File: config.mk
export PLATFORM = sky130hd
export DESIGN_NAME = adc_seq_ctrl
export DESIGN_NICKNAME = d
export VERILOG_FILES = /design/src/rtl/adc_seq_pkg.sv /design/src/rtl/adc_seq_cnt.sv /design/src/rtl/adc_seq_xfer.sv /design/src/rtl/adc_seq_ext.sv /design/src/rtl/adc_seq_ctrl.sv
export SDC_FILE = /design/constraint.sdc
export NUM_CORES = 1
export LEC_CHECK = 0
export ABC_CLOCK_PERIOD_IN_PS = 2540
export BUFFER_PORTS_ARGS = -buffer_cell sky130_fd_sc_hd__buf_2
export CAP_MARGIN = 10
export CELL_PAD_IN_SITES_DETAIL_PLACEMENT = 2
export CELL_PAD_IN_SITES_GLOBAL_PLACEMENT = 2
export CORE_MARGIN = 2
export CORE_UTILIZATION = 35
export CTS_CLUSTER_SIZE = 14
export DETAILED_ROUTE_END_ITERATION = 6
export PLACE_DENSITY_LB_ADDON = 0.1
export SETUP_SLACK_MARGIN = 0.02
export SYNTH_ARGS = -nofsm -noshare
export SYNTH_HDL_FRONTEND = slang
export SYNTH_SLANG_ARGS = --single-unit
File: constraint.sdc
create_clock -name clk_i -period 2.54 [get_ports clk_i]
set_clock_uncertainty 0.05 [all_clocks]
set_input_delay 0.254 -clock clk_i [delete_from_list [all_inputs] [get_ports clk_i]]
set_output_delay 0.254 -clock clk_i [all_outputs]
set_load 0.005 [all_outputs]
File: src/rtl/adc_seq_pkg.sv
package adc_seq_pkg;

  localparam int WORD_W = 16;
  localparam int RES_W  = 12;
  localparam int CHAN_W = 3;
  localparam int MODE_W = 2;
  localparam logic [1:0] LOAD_KEY = 2'b11;

  typedef enum logic [2:0] {
    ST_IDLE,
    ST_ACQ,
    ST_PULSE,
    ST_SETUP,
    ST_XFER,
    ST_WAIT,
    ST_QUIET
  } seq_state_e;

  function automatic int ceil_div(input int num, input int den);
    return (num + den - 1) / den;
  endfunction

  function automatic int max2(input int a, input int b);
    return (a > b) ? a : b;
  endfunction

endpackage

File: src/rtl/adc_seq_cnt.sv
module adc_seq_cnt #(
  parameter int CNT_W = 16
) (
  input  logic             clk_i,
  input  logic             rst_ni,
  input  logic             ld_i,
  input  logic [CNT_W-1:0] val_i,
  output logic             zero_o
);

  logic [CNT_W-1:0] cnt_q;

  always_ff @(posedge clk_i or negedge rst_ni) begin
    if (!rst_ni)            cnt_q <= '0;
    else if (ld_i)          cnt_q <= val_i;
    else if (cnt_q != '0)   cnt_q <= cnt_q - 1'b1;
  end

  assign zero_o = (cnt_q == '0);

endmodule

File: src/rtl/adc_seq_xfer.sv
module adc_seq_xfer #(
  parameter int WORD_W   = 16,
  parameter int RES_W    = 12,
  parameter int HALF_CYC = 4
) (
  input  logic              clk_i,
  input  logic              rst_ni,
  input  logic              go_i,
  input  logic [WORD_W-1:0] word_i,
  input  logic              sdo_i,
  output logic              sclk_o,
  output logic              sdi_o,
  output logic              fin_o,
  output logic [RES_W-1:0]  data_o
);

  localparam int IDX_W = $clog2(WORD_W) + 1;
  localparam int HC_W  = $clog2(HALF_CYC + 1);

  logic              active_q;
  logic [HC_W-1:0]   hcnt_q;
  logic [IDX_W-1:0]  idx_q;
  logic              sclk_q, sdi_q, fin_q;
  logic [RES_W-1:0]  sh_q;
  logic              edge_w;

  assign edge_w = active_q && (hcnt_q == HC_W'(HALF_CYC - 1));

  always_ff @(posedge clk_i or negedge rst_ni) begin
    if (!rst_ni) begin
      active_q <= 1'b0;
      hcnt_q   <= '0;
      idx_q    <= '0;
      sclk_q   <= 1'b1;
      sdi_q    <= 1'b0;
      fin_q    <= 1'b0;
      sh_q     <= '0;
    end else begin
      fin_q <= 1'b0;
      if (go_i) begin
        active_q <= 1'b1;
        hcnt_q   <= '0;
        idx_q    <= '0;
        sclk_q   <= 1'b1;
      end else if (active_q) begin
        hcnt_q <= edge_w ? '0 : hcnt_q + 1'b1;
        if (edge_w) begin
          sclk_q <= ~sclk_q;
          if (sclk_q) begin
            // falling edge: present next control bit
            sdi_q <= word_i[WORD_W-1-int'(idx_q)];
          end else begin
            // rising edge: sample converter data
            if (idx_q < IDX_W'(RES_W)) sh_q <= {sh_q[RES_W-2:0], sdo_i};
            idx_q <= idx_q + 1'b1;
            if (idx_q == IDX_W'(WORD_W - 1)) begin
              active_q <= 1'b0;
              fin_q    <= 1'b1;
            end
          end
        end
      end
    end
  end

  assign sclk_o = sclk_q;
  assign sdi_o  = sdi_q;
  assign fin_o  = fin_q;
  assign data_o = sh_q;

endmodule

File: src/rtl/adc_seq_ext.sv
module adc_seq_ext #(
  parameter int IN_W  = 12,
  parameter int OUT_W = 16
) (
  input  logic             diff_i,
  input  logic [IN_W-1:0]  data_i,
  output logic [OUT_W-1:0] value_o
);

  generate
    if (OUT_W > IN_W) begin : g_wide
      logic [OUT_W-IN_W-1:0] top_w;
      assign top_w   = diff_i ? {(OUT_W-IN_W){data_i[IN_W-1]}} : '0;
      assign value_o = {top_w, data_i};
    end else begin : g_same
      assign value_o = data_i[OUT_W-1:0];
    end
  endgenerate

endmodule

File: src/rtl/adc_seq_ctrl.sv
module adc_seq_ctrl
  import adc_seq_pkg::*;
#(
  parameter int CLK_PERIOD_NS = 10,
  parameter int SCLK_HALF_CYC = 4,
  parameter int CNT_W         = 16,
  parameter int TIMEOUT_CYC   = 4096
) (
  input  logic              clk_i,
  input  logic              rst_ni,
  input  logic              start_i,
  input  logic [2:0]        chan_i,
  input  logic [1:0]        pmode_i,
  input  logic              diff_i,
  input  logic [CNT_W-1:0]  acq_cyc_i,
  input  logic              sdo_i,
  output logic              conv_o,
  output logic              sclk_o,
  output logic              sdi_o,
  output logic              busy_o,
  output logic              done_o,
  output logic              err_o,
  output logic [11:0]       result_o,
  output logic [15:0]       value_o
);

  localparam int ACQ_MIN_CYC = ceil_div(400, CLK_PERIOD_NS);
  localparam int PULSE_CYC   = max2(1, ceil_div(100, CLK_PERIOD_NS));
  localparam int CSDLY_CYC   = max2(1, ceil_div(10, CLK_PERIOD_NS));
  localparam int QUIET_CYC   = max2(1, ceil_div(60, CLK_PERIOD_NS));
  localparam int HALF_CYC    = max2(max2(SCLK_HALF_CYC, 1),
                                    max2(ceil_div(40, CLK_PERIOD_NS),
                                         ceil_div(30, CLK_PERIOD_NS)));

  seq_state_e          state_q, state_d;
  logic [WORD_W-1:0]   word_q;
  logic                diff_q;
  logic [RES_W-1:0]    result_q;
  logic [15:0]         value_q;
  logic                done_q, err_q;

  logic                ld_w, zero_w, go_w, fin_w, accept_w, eoc_w, tmo_w;
  logic [CNT_W-1:0]    ld_val_w, acq_len_w;
  logic [RES_W-1:0]    xfer_data_w;
  logic [15:0]         ext_w;

  assign acq_len_w = (acq_cyc_i < CNT_W'(ACQ_MIN_CYC)) ? CNT_W'(ACQ_MIN_CYC) : acq_cyc_i;

  always_comb begin
    state_d  = state_q;
    ld_w     = 1'b0;
    ld_val_w = '0;
    go_w     = 1'b0;
    accept_w = 1'b0;
    eoc_w    = 1'b0;
    tmo_w    = 1'b0;
    unique case (state_q)
      ST_IDLE: if (start_i) begin
        state_d  = ST_ACQ;
        ld_w     = 1'b1;
        ld_val_w = acq_len_w - 1'b1;
        accept_w = 1'b1;
      end
      ST_ACQ: if (zero_w) begin
        state_d  = ST_PULSE;
        ld_w     = 1'b1;
        ld_val_w = CNT_W'(PULSE_CYC - 1);
      end
      ST_PULSE: if (zero_w) begin
        state_d  = ST_SETUP;
        ld_w     = 1'b1;
        ld_val_w = CNT_W'(CSDLY_CYC - 1);
      end
      ST_SETUP: if (zero_w) begin
        state_d = ST_XFER;
        go_w    = 1'b1;
      end
      ST_XFER: if (fin_w) begin
        state_d  = ST_WAIT;
        ld_w     = 1'b1;
        ld_val_w = CNT_W'(TIMEOUT_CYC - 1);
      end
      ST_WAIT: if (!sdo_i || zero_w) begin
        state_d  = ST_QUIET;
        ld_w     = 1'b1;
        ld_val_w = CNT_W'(QUIET_CYC - 1);
        eoc_w    = !sdo_i;
        tmo_w    = sdo_i;
      end
      ST_QUIET: if (zero_w) state_d = ST_IDLE;
      default: state_d = ST_IDLE;
    endcase
  end

  always_ff @(posedge clk_i or negedge rst_ni) begin
    if (!rst_ni) begin
      state_q  <= ST_IDLE;
      word_q   <= '0;
      diff_q   <= 1'b0;
      result_q <= '0;
      value_q  <= '0;
      done_q   <= 1'b0;
      err_q    <= 1'b0;
    end else begin
      state_q <= state_d;
      done_q  <= eoc_w | tmo_w;
      if (accept_w) begin
        word_q <= {LOAD_KEY, chan_i, pmode_i, {(WORD_W-CHAN_W-MODE_W-2){1'b0}}};
        diff_q <= diff_i;
        err_q  <= 1'b0;
      end
      if (eoc_w) begin
        result_q <= xfer_data_w;
        value_q  <= ext_w;
      end
      if (tmo_w) err_q <= 1'b1;
    end
  end

  adc_seq_cnt #(.CNT_W(CNT_W)) i_cnt (
    .clk_i  (clk_i),
    .rst_ni (rst_ni),
    .ld_i   (ld_w),
    .val_i  (ld_val_w),
    .zero_o (zero_w)
  );

  adc_seq_xfer #(.WORD_W(WORD_W), .RES_W(RES_W), .HALF_CYC(HALF_CYC)) i_xfer (
    .clk_i  (clk_i),
    .rst_ni (rst_ni),
    .go_i   (go_w),
    .word_i (word_q),
    .sdo_i  (sdo_i),
    .sclk_o (sclk_o),
    .sdi_o  (sdi_o),
    .fin_o  (fin_w),
    .data_o (xfer_data_w)
  );

  adc_seq_ext #(.IN_W(RES_W), .OUT_W(16)) i_ext (
    .diff_i  (diff_q),
    .data_i  (xfer_data_w),
    .value_o (ext_w)
  );

  assign conv_o   = (state_q == ST_IDLE) || (state_q == ST_PULSE) || (state_q == ST_QUIET);
  assign busy_o   = (state_q != ST_IDLE);
  assign done_o   = done_q;
  assign err_o    = err_q;
  assign result_o = result_q;
  assign value_o  = value_q;

endmodule

* After elaboration in Yosys (flattened, before gate mapping)
Index checks and enable logic that the tools add are counted.
Word-level totals: register bits 80, bits of input ports 26, output and inout bits 34, logic and storage cells 114
Operators by class: add/sub/neg operators 5, order comparisons 3, equal/unequal tests 16, multiplexer cells 53, bitwise logic cells 3, reductions and logical operators 19
Operator list (number):
- 2-to-1 mux 16 bit | 4
- case mux 16 bit (4 select lines) | 1
- 2-to-1 mux 3 bit | 11
- < comparator 32 x 6 -> 1 bit, second input constant | 1
- subtractor 16 x 1 -> 16 bit, second input constant | 2
- 2-to-1 mux 1 bit | 27
- case mux 3 bit (7 select lines) | 1
- 2-to-1 mux 5 bit | 4
- zero test 16 bit | 1
- < comparator 16 x 6 -> 1 bit, second input constant | 1
- nonzero test 16 bit | 1
- inequality test 2 bit, second input constant | 7
- 2-to-1 mux 12 bit | 1
- equality test 3 x 2 -> 1 bit, second input constant | 3
- equality test 3 bit, second input constant | 3
- 2-to-1 mux 4 bit | 2
- nonzero test 2 bit | 4
- AND reduction 7 bit | 1
- subtractor 4 x 5 -> 6 bit, first input constant | 1
- adder 5 x 1 -> 5 bit, second input constant | 1
- equality test 5 x 4 -> 1 bit, second input constant | 1
- < comparator 5 x 4 -> 1 bit, second input constant | 1
- AND reduction 5 bit | 1
- binary-select mux 1 bit (select 4 bit) | 1
- other kinds (15) | 18

* Longest topological paths before layout
Gate-level depths: netlist (run 1).
depth in word-level cells 6, gate-level depth with buffers 10, depth with buffers taken out 10

* Hierarchy
Synthesis (run 1) repeated with hierarchy kept, for this count alone.
Unflattened totals: cell total of the unflattened synthesis 404, area, all modules 4346.7 um^2
Modules (own cells, without submodules):
- adc_seq_ctrl | times used 1, cells each 187, area each 2039.5 um^2, seq. area each 1001.0 um^2
- adc_seq_xfer | times used 1, cells each 94, area each 1188.6 um^2, seq. area each 601.8 um^2
- adc_seq_cnt | times used 1, cells each 107, area each 999.7 um^2, seq. area each 400.4 um^2
- adc_seq_ext | times used 1, cells each 16, area each 118.9 um^2, seq. area each 0.0 um^2

* Worst setup path before layout (run 1)
Ideal clock, no wire load.
path type input to register, start point input port acq_cyc_i[8], end point register i_cnt.cnt_q[6], setup time 0.088 ns, data arrival time 2.469 ns, data required time 2.402 ns, slack -0.068 ns, stages 9, path buffers 0, path through or4_1 nor4_4 a21boi_0 inv_1 ha_1 nor2b_1 nand2_1 or4_1 a41oi_1
On the way: longest elaborated chain between the ends 6
Ends and longest elaborated chain:
- from (decl) | line adc_seq_ctrl.sv:15 | input logic [CNT_W-1:0] acq_cyc_i,
- < comparator 16 x 6 -> 1 bit | line adc_seq_ctrl.sv:47 | assign acq_len_w = (acq_cyc_i < CNT_W'(ACQ_MIN_CYC)) ? CNT_W'(ACQ_MIN_CYC) : acq_cyc_i;
- 2-to-1 mux 16 bit | line adc_seq_ctrl.sv:47
- subtractor 16 x 1 -> 16 bit | line adc_seq_ctrl.sv:61 | ld_val_w = acq_len_w - 1'b1;
- 2-to-1 mux 16 bit | line adc_seq_ctrl.sv:58 | ST_IDLE: if (start_i) begin
- case mux 16 bit (4 select lines) | line adc_seq_ctrl.sv:57 | unique case (state_q)
- 2-to-1 mux 16 bit | line adc_seq_cnt.sv:15 | else if (ld_i) cnt_q <= val_i;
- to (signal assigned) | line adc_seq_cnt.sv:15
- to (signal assigned) | line adc_seq_cnt.sv:16 | else if (cnt_q != '0) cnt_q <= cnt_q - 1'b1;
- to (decl) | line adc_seq_cnt.sv:11 | logic [CNT_W-1:0] cnt_q;
Every way passes these cells. A chain may end at the register's enable or synchronous reset.

* Final worst setup path (run 1)
start point register i_cnt.cnt_q[14], end point register i_xfer.sh_q[8], in the netlist i_xfer.data_o[8]
On the way: longest elaborated chain between the ends 5
Ends and longest elaborated chain:
- zero test 16 bit | line adc_seq_cnt.sv:19 | assign zero_o = (cnt_q == '0);
- 2-to-1 mux 1 bit | line adc_seq_ctrl.sv:74 | ST_SETUP: if (zero_w) begin
- 2-to-1 mux 1 bit | line adc_seq_ctrl.sv:57
- NOT 1 bit (no source line)
- AND reduction 5 bit (no source line)
- to (signal assigned) | line adc_seq_xfer.sv:54 | if (idx_q < IDX_W'(RES_W)) sh_q <= {sh_q[RES_W-2:0], sdo_i};
- to (decl) | line adc_seq_xfer.sv:24 | logic [RES_W-1:0] sh_q;
Every way passes these cells.

==> flow_summary.ini, run 1 <==
[run]
cap_violations = 0

[detailed_routing]
ant_nets = 0
drc = 0
routed_wirelength_um = 10000
dr.first_iter.drc_count = 116
wl_per_cell_um = 17.36
dr_total_vias = 3041
avgViaCountPerCell = 5.280
drt_pass1_iterations = 4

[logic_synthesis]
netlist_top_cells_area = dfrtp_1 44%, mux2_2 5.0%, mux2_4 4.1%, xnor2_1 3.6%, nand2_1 3.5%
ys.flop_type = dfrtp_1
netlist_area_um2 = 3627
netlist_instances = 360
yosysTopAreaCellShare = 0.4415
synth_edf_count = 0
synth-seq-cells = 65
syn_nets = 390
synth.avg_cell_area_um2 = 10.08
synth-seq-area-share = 0.4488
async_flop_share = 1.000
synth.distinct_cells = 55
synth_top_area_cell = dfrtp_1
yosysWarnings = 0

[status]
status = finished, final reports clean

[timing]
max_freq_mhz = 422.0
worst_slew_pin_slew_ns = 0.6719
setup_viol = 0
relSlewSlack = 0.5521
drv_slew = 0
min_period_over_period = 0.9328
tns_ns = 0
rsz0062_at_grt = false
finalHoldViolCount = 0
min_period_ns = 2.369

[layout]
diodes = 0
fill_cells = 1147
drive_above_1_share = 0.3409
instances_no_fill = 576
area_growth_pct = 21.73
final_nets = 465

[critical_path]
worstSetupPathType = flip-flop to flip-flop
worstPathMaxFanout = 12
cp_top_family = simple AND/OR/NAND/NOR gates
required_ns = 2.73
slowest_delay_ns = 0.57
worstPathCellList = or4_4 > or2_4 > nor4_4 > nor2_4 > mux2_4
worstSetupEndpointType = flip-flop
slowest_stage = or4_4
cp.buffers_inverters = 0
crit_path_start_kind = flip-flop
cp.arrival_ns = 2.55

[placement]
globalplace.congestion = 0.8151
place_hpwl_um = 7467
dp.cells = 559
port_buffers = 59

[pwr]
power_density_nw_per_um2 = 465.8
leakage_uw = 0.002113
seq_power_share = 0.504
p_int_uw = 1543
ir_drop_mv = 0.2484
switchingPower_uw = 513.7
p_sw_frac = 0.2498
comb_power_share = 0.053
clkPwrFrac = 0.443

[floorplan]
die_height_um = 105.8
io_pins = 60
num_rows = 37
die_x_um = 105.8
die_area_um2 = 11190
core_um2 = 10180
start_util = 0.3561

[clocking]
clkTransAtPathRegs_ns = 0.09
h-tree-depth = 3
numClockSinks = 65
post-cts-setup-buffers = 0
tritoncts = built
cts_buffers = 9
root_buffer = clkbuf_8
clk_latency_ns = 0.36
clock_path_buffers = 2

[global_routing]
grt_pass1_wl_um = 16920
grt_max_degree = 41
grt_pass1_vias = 3266
track_usage = 0.1910
grt_overflow = 0
antenna_found_initial = 0

[hold_path]
hp-class = input port to flip-flop
## worst register-to-register path: stages (launching register included)
cell and delay [ns]:
dfrtp_1 0.41, or4_4 0.57, or2_4 0.28, nor4_4 0.41, nor2_4 0.19, mux2_4 0.34
## path summary, 6_finish.rpt
kind,start,end,slack (ns),cells after the start
setup / recovery,i_cnt.cnt_q[14],i_xfer.data_o[8],0.17,5
hold / removal,chan_i[1],word_q[12],0.04,3
setup reg to reg,i_cnt.cnt_q[14],i_xfer.data_o[8],0.17,5
hold reg to reg,word_q[14],word_q[14],0.43,1
max in group asynchronous,rst_ni,i_xfer.sclk_o,1.28,3
min in group asynchronous,rst_ni,result_o[3],0.43,2
## cells in the final DEF, fill, tap and decap left out, drive strengths merged, types with 11 or more instances in the layout
cell type	n
xnor2	15
dfrtp	64
nand3	11
inv	12
nor2	28
nor3	14
a31oi	11
mux2	26
buf	93
a21oi	14
nand2	34
## cell families (layout without fill, tap and decap cells)
| kind of cell | Yosys count | in the layout | synth area share |
|---|---|---|---|
| flops | 65 | 65 | 0.4488 |
| compound gates | 69 | 69 | 0.1276 |
| xor+xnor | 21 | 21 | 0.05071 |
| fa+ha+maj | 5 | 5 | 0.01656 |
| mux | 32 | 32 | 0.1076 |
| simple gates | 128 | 128 | 0.1877 |
| buf+inv | 40 | 120 | 0.06106 |
## registers in the layout, summed over array words and instances (netlist names)
name / flops
diff_q: 1
done_o: 1
err_o: 1
i_cnt.cnt_q: 16
i_xfer.active_q: 1
i_xfer.data_o: 12
i_xfer.fin_o: 1
i_xfer.hcnt_q: 3
i_xfer.idx_q: 5
i_xfer.sclk_o: 1
i_xfer.sdi_o: 1
result_o: 11
state_q: 3
value_o: 2
word_q: 6
## cells in the mapped netlist, types with 11 or more instances
master and count:
dfrtp_1 64, nand2_1 34, nor2_1 27, mux2_2 16, buf_4 15, xnor2_1 15
a21oi_1 14, nor3_1 14, clkbuf_1 13, a31oi_1 11, nand3_1 11
## final cells by class
type | count | area, um2 | area share
timing repair buffer | 94 | 573.1 | 0.1298
tap | 136 | 170.2 | 0.03854
clock inverter | 7 | 77.57 | 0.01757
sequential | 65 | 1628 | 0.3687
multi-input combinational | 255 | 1805 | 0.4089
clock buffer | 9 | 123.9 | 0.02805
inverter | 10 | 37.54 | 0.008501
## metrics by stage
| step | worst slack [ns] | power, uW | util | hold WS, ns | cell area [um2] |
|---|---|---|---|---|---|
| after CTS | 0.1036 | 2096 | 0.4324 | 0.02512 | 4404 |
| after detailed placement | -0.1878 | 1168 | 0.4117 | 0.2775 | 4193 |
| after global placement | -0.04969 | 1165 | 0.4117 | 0.2643 | 4193 |
| final | 0.1706 | 2057 | 0.4335 | 0.04300 | 4415 |
| after floorplan | -0.03730 | 1088 | - | -0.09159 | 3643 |
| after global routing | 0.06678 | 2159 | 0.4335 | 0.04250 | 4415 |
## layer usage
| layer | wire length (um) | vias up | GRT usage |
|---|---|---|---|
| met3 | 374 | 10 | 0.03401 |
| met2 | 4894 | 57 | 0.3207 |
| met1 | 4604 | 1533 | 0.2518 |
| met4 | 128 | 0 | 0.05639 |
| met5 | 0 | - | 0 |
| li1 | - | 1441 | - |
## power groups by stage
stage               Combinational (uW)  Clock (uW)  Sequential [uW]
floorplan                         30.7           0             1060
global placement                   108           0             1060
detailed placement                 111           0             1060
CTS                                112         947             1040
global route                       124         998             1040
finish                             110         910             1040
## repair_timing
action / 4_1_cts / 5_1_grt
endpoints found under the hold margin: 25 / 0
hold buffers: 1 / 0
setup endpoints to repair: 0 / 2
resized for setup: 0 / 2
No activity file was read; power rests on OpenSTA's default activity.
==> inputs of run 2 (changes only) <==
- CELL_PAD_IN_SITES_DETAIL_PLACEMENT: 2 -> 0
- CELL_PAD_IN_SITES_GLOBAL_PLACEMENT: 2 -> 1
==> flow_summary.ini, run 2 (synthesis gave the netlist of run 1 again) <==
[detailed_routing]
avgViaCountPerCell = 5.036
ant_nets = 0
drc = 0
met1_length_um = 4164
top_layer_used = met4
routed-wl-met3_um = 333
drt_pass1_iterations = 5
routed_wirelength_um = 8584
met2_length_um = 3998
wl_per_cell_um = 14.77
dr_total_vias = 2926
dr.first_iter.drc_count = 118

[layout]
top_register = i_cnt.cnt_q
final_cell_area_um2 = 4461
layout_common_cells = 64 x dfrtp_1, 59 x buf_2, 38 x buf_4
area_growth_pct = 22.97
largest_reg_flops = 16
final_common_cell = dfrtp_1
final_nets = 470
diodes = 0
drive_above_1_share = 0.3438

[timing]
finalHoldViolCount = 0
fin_ws_ns = 0.1587
drv_slew = 0
min_period_over_period = 0.9375
relSlewSlack = 0.4492
max_freq_mhz = 419.9
min_period_ns = 2.381
setup_viol = 0
rsz0062_at_grt = true
worst_slew_pin_slew_ns = 0.8253

[status]
status = finished, final reports clean

[clocking]
clk_latency_ns = 0.34
cts_buffers = 9
tritoncts = built
h-tree-depth = 3
clock_path_buffers = 2
cts.repair.resized = 0
numClockSinks = 65
clkTransAtPathRegs_ns = 0.07
root_buffer = clkbuf_8

[floorplan]
io_pins = 60
die_area_um2 = 11190
core_um2 = 10180
num_rows = 37
die_height_um = 105.8
start_util = 0.3561
die_x_um = 105.8

[global_routing]
grt_max_degree = 66
grt_pass1_wl_um = 14520
grt_pass1_vias = 2897
grt_overflow = 0
antenna_found_initial = 0
track_usage = 0.1639

[placement]
preCtsSetupSlack_ns = -0.2415
port_buffers = 59
place_area_um2 = 4223
globalplace.congestion = 0.7749
place_hpwl_um = 6260

[pwr]
power_density_nw_per_um2 = 474.0
leakage_uw = 0.002150
ir_drop_mv = 0.2357

[hold_path]
hp-class = input port to flip-flop

[critical_path]
worstSetupPathType = flip-flop to flip-flop
cp.arrival_ns = 2.55
worstSetupEndpointType = flip-flop
worstPathMaxFanout = 12
required_ns = 2.71
crit_path_start_kind = flip-flop

[run]
cap_violations = 0
run 2: area by class of cell:
class / count / area [um2]
well taps: 136 / 170.2
flip-flops and latches: 65 / 1628
inverters: 10 / 37.54
multi-input cells: 255 / 1794
fillers: 1016 / 5724
repair buffers: 99 / 610.6
clock inverters: 5 / 78.83
clock buffers: 11 / 141.4
run 2: critical path: stages (launching register included):
cell	delay (ns)
dfrtp_1	0.45
or4_4	0.53
or2_4	0.28
nor4_4	0.36
nor2_2	0.25
mux2_4	0.34
run 2: worst paths after layout:
kind | from | end | slack, ns | cells after the start
max in group asynchronous | rst_ni | i_xfer.sclk_o | 1.70 | 3
min in group asynchronous | rst_ni | i_cnt.cnt_q[13] | 0.40 | 3
worst min register to register | word_q[14] | word_q[14] | 0.42 | 1
worst max-delay path | i_cnt.cnt_q[12] | i_xfer.data_o[10] | 0.16 | 5
worst min-delay path | chan_i[0] | word_q[11] | 0.06 | 3
worst max register to register | i_cnt.cnt_q[12] | i_xfer.data_o[10] | 0.16 | 5
run 2: what timing repair did:
| action | 4_1_cts | 5_1_grt |
|---|---|---|
| endpoints found under the setup margin | 0 | 3 |
| endpoints found under the hold margin | 64 | 0 |
| hold buffers | 1 | 0 |
| setup buffers | 0 | 1 |
run 2: layer usage:
layer,global-route usage,vias up
li1,-,1448
met1,0.2262,1403
met2,0.2548,69
met3,0.03525,6
met4,0.05639,0
met5,0,-
run 2: where the power goes:
group	total [uW]	switching, uW	internal [uW]
registers	1040	1.36	1040
logic	107	60.2	47.0
clock network	969	391	578
total	2110	453	1660
run 2: metrics by stage:
stage	power (uW)	hold WS, ns	cells	utilization	setup TNS (ns)
floorplan	1088	-0.09159	360	-	-0.03730
global placement	1165	0.2514	563	0.4146	-0.3155
detailed placement	1166	0.2527	563	0.4146	-0.8775
CTS	2158	0.03495	580	0.4372	0
global route	2223	0.04727	581	0.4380	0
finish	2114	0.05814	581	0.4380	0
==> inputs of run 3 (changes only) <==
- PLACE_DENSITY_LB_ADDON: 0.1 -> 0.12
==> flow_summary.ini, run 3 (synthesis gave the netlist of run 1 again) <==
[status]
status = finished, final reports clean

[placement]
place_area_um2 = 4220
port_buffers = 59
globalplace.congestion = 0.7718
place_hpwl_um = 6219

[pwr]
p_sw_frac = 0.2257
clkPwrFrac = 0.451
totalPowerFinal_uw = 2086
p_int_uw = 1615
switchingPower_uw = 470.7
leakage_uw = 0.002130
power_density_nw_per_um2 = 468.6
comb_power_share = 0.052
ir_drop_mv = 0.2361
seq_power_share = 0.497

[layout]
final_nets = 467
diodes = 0
drive_above_1_share = 0.3439
top_register = i_cnt.cnt_q
largest_reg_flops = 16
final_cell_area_um2 = 4452
final_common_cell = dfrtp_1
layout_common_cells = 64 x dfrtp_1, 59 x buf_2, 34 x buf_4
area_growth_pct = 22.73

[detailed_routing]
drt_pass1_iterations = 4
dr.first_iter.drc_count = 129
avgViaCountPerCell = 5.104
ant_nets = 0
wl_per_cell_um = 14.59
routed_wirelength_um = 8431
drc = 0
dr_total_vias = 2950

[floorplan]
core_um2 = 10180
start_util = 0.3561
die_x_um = 105.8
die_area_um2 = 11190
die_height_um = 105.8
num_rows = 37
io_pins = 60

[timing]
max_freq_mhz = 425.7
drv_slew = 0
setup_viol = 0
finalHoldViolCount = 0
hold_slack_ns = 0.04990
rsz0062_at_grt = false
worst_slew_pin_slew_ns = 0.8067
min_period_ns = 2.349
min_period_over_period = 0.9248
relSlewSlack = 0.4616

[global_routing]
grt_max_degree = 66
antenna_found_initial = 0
grt_pass1_wl_um = 14100
track_usage = 0.1586
grt_pass1_vias = 2823
grt_overflow = 0

[hold_path]
hp-class = input port to flip-flop
min_delay_path_depth = 3

[critical_path]
slowest_delay_ns = 0.56
crit_path_start_kind = flip-flop
slowest_stage = or4_4
worstSetupEndpointType = flip-flop
worstSetupPathType = flip-flop to flip-flop
cp.arrival_ns = 2.52
worstRegToRegCells = 5
worstPathMaxFanout = 12
worstPathCellList = or4_4 > or2_4 > nor4_4 > nor2_2 > mux2_4
required_ns = 2.71

[clocking]
cts_buffers = 9
clk_latency_ns = 0.34
tritoncts = built
clkTransAtPathRegs_ns = 0.07
clock_path_buffers = 2
root_buffer = clkbuf_8
numClockSinks = 65
h-tree-depth = 3

[run]
cap_violations = 0
## run 3: power groups by stage
stage,combinational [uW],sequential (uW),clock (uW)
6_report,108,1040,941
5_1_grt,122,1040,1030
4_1_cts,111,1040,972
3_5_place_dp,109,1060,0
3_3_place_gp,108,1060,0
2_1_floorplan,30.7,1060,0
## run 3: worst paths after layout
kind / start / end / slack (ns)
setup / recovery: i_cnt.cnt_q[14] / i_xfer.data_o[1] / 0.19
hold / removal: chan_i[1] / word_q[12] / 0.05
setup reg to reg: i_cnt.cnt_q[14] / i_xfer.data_o[1] / 0.19
hold reg to reg: word_q[14] / word_q[14] / 0.42
max in group asynchronous: rst_ni / i_xfer.sclk_o / 1.70
min in group asynchronous: rst_ni / i_xfer.data_o[5] / 0.41
## run 3: metrics by stage
stage / utilization / std cells / setup TNS [ns] / setup WS, ns
finish: 0.4371 / 578 / 0 / 0.1910
global route: 0.4371 / 578 / 0 / 0.06897
CTS: 0.4365 / 578 / 0 / 0.1428
detailed placement: 0.4144 / 561 / -0.6989 / -0.1788
global placement: 0.4144 / 561 / -0.2679 / -0.08845
floorplan: - / 360 / -0.03730 / -0.03730
## run 3: layer usage
layer / GRT usage / vias to the layer above / wire length [um]
met4: 0.05075 / 0 / 107
met2: 0.2401 / 67 / 3848
met5: 0 / - / 0
li1: - / 1451 / -
met1: 0.2260 / 1424 / 4156
met3: 0.03401 / 8 / 320
## run 3: repair_timing
| action | CTS | global route |
|---|---|---|
| hold buffers | 1 | 0 |
| resized for setup | 0 | 1 |
| setup buffers | 0 | 0 |
| endpoints found under the setup margin | 0 | 1 |
| hold endpoints to repair | 64 | 0 |
## run 3: final cells by class
type	instances	area [um2]
Clock buffer	12	165.2
Clock inverter	4	50.05
Sequential cell	65	1628
Timing Repair Buffer	96	600.6
Tap cell	136	170.2
Multi-Input combinational cell	255	1800
Fill cell	1023	5733
Inverter	10	37.54
## run 3: critical path: cells and delay by family (launching register included)
| family | cells | cell delay, ns |
|---|---|---|
| AND/OR/NAND/NOR | 4 | 1.43 |
| flip-flops | 1 | 0.40 |
| multiplexers | 1 | 0.34 |
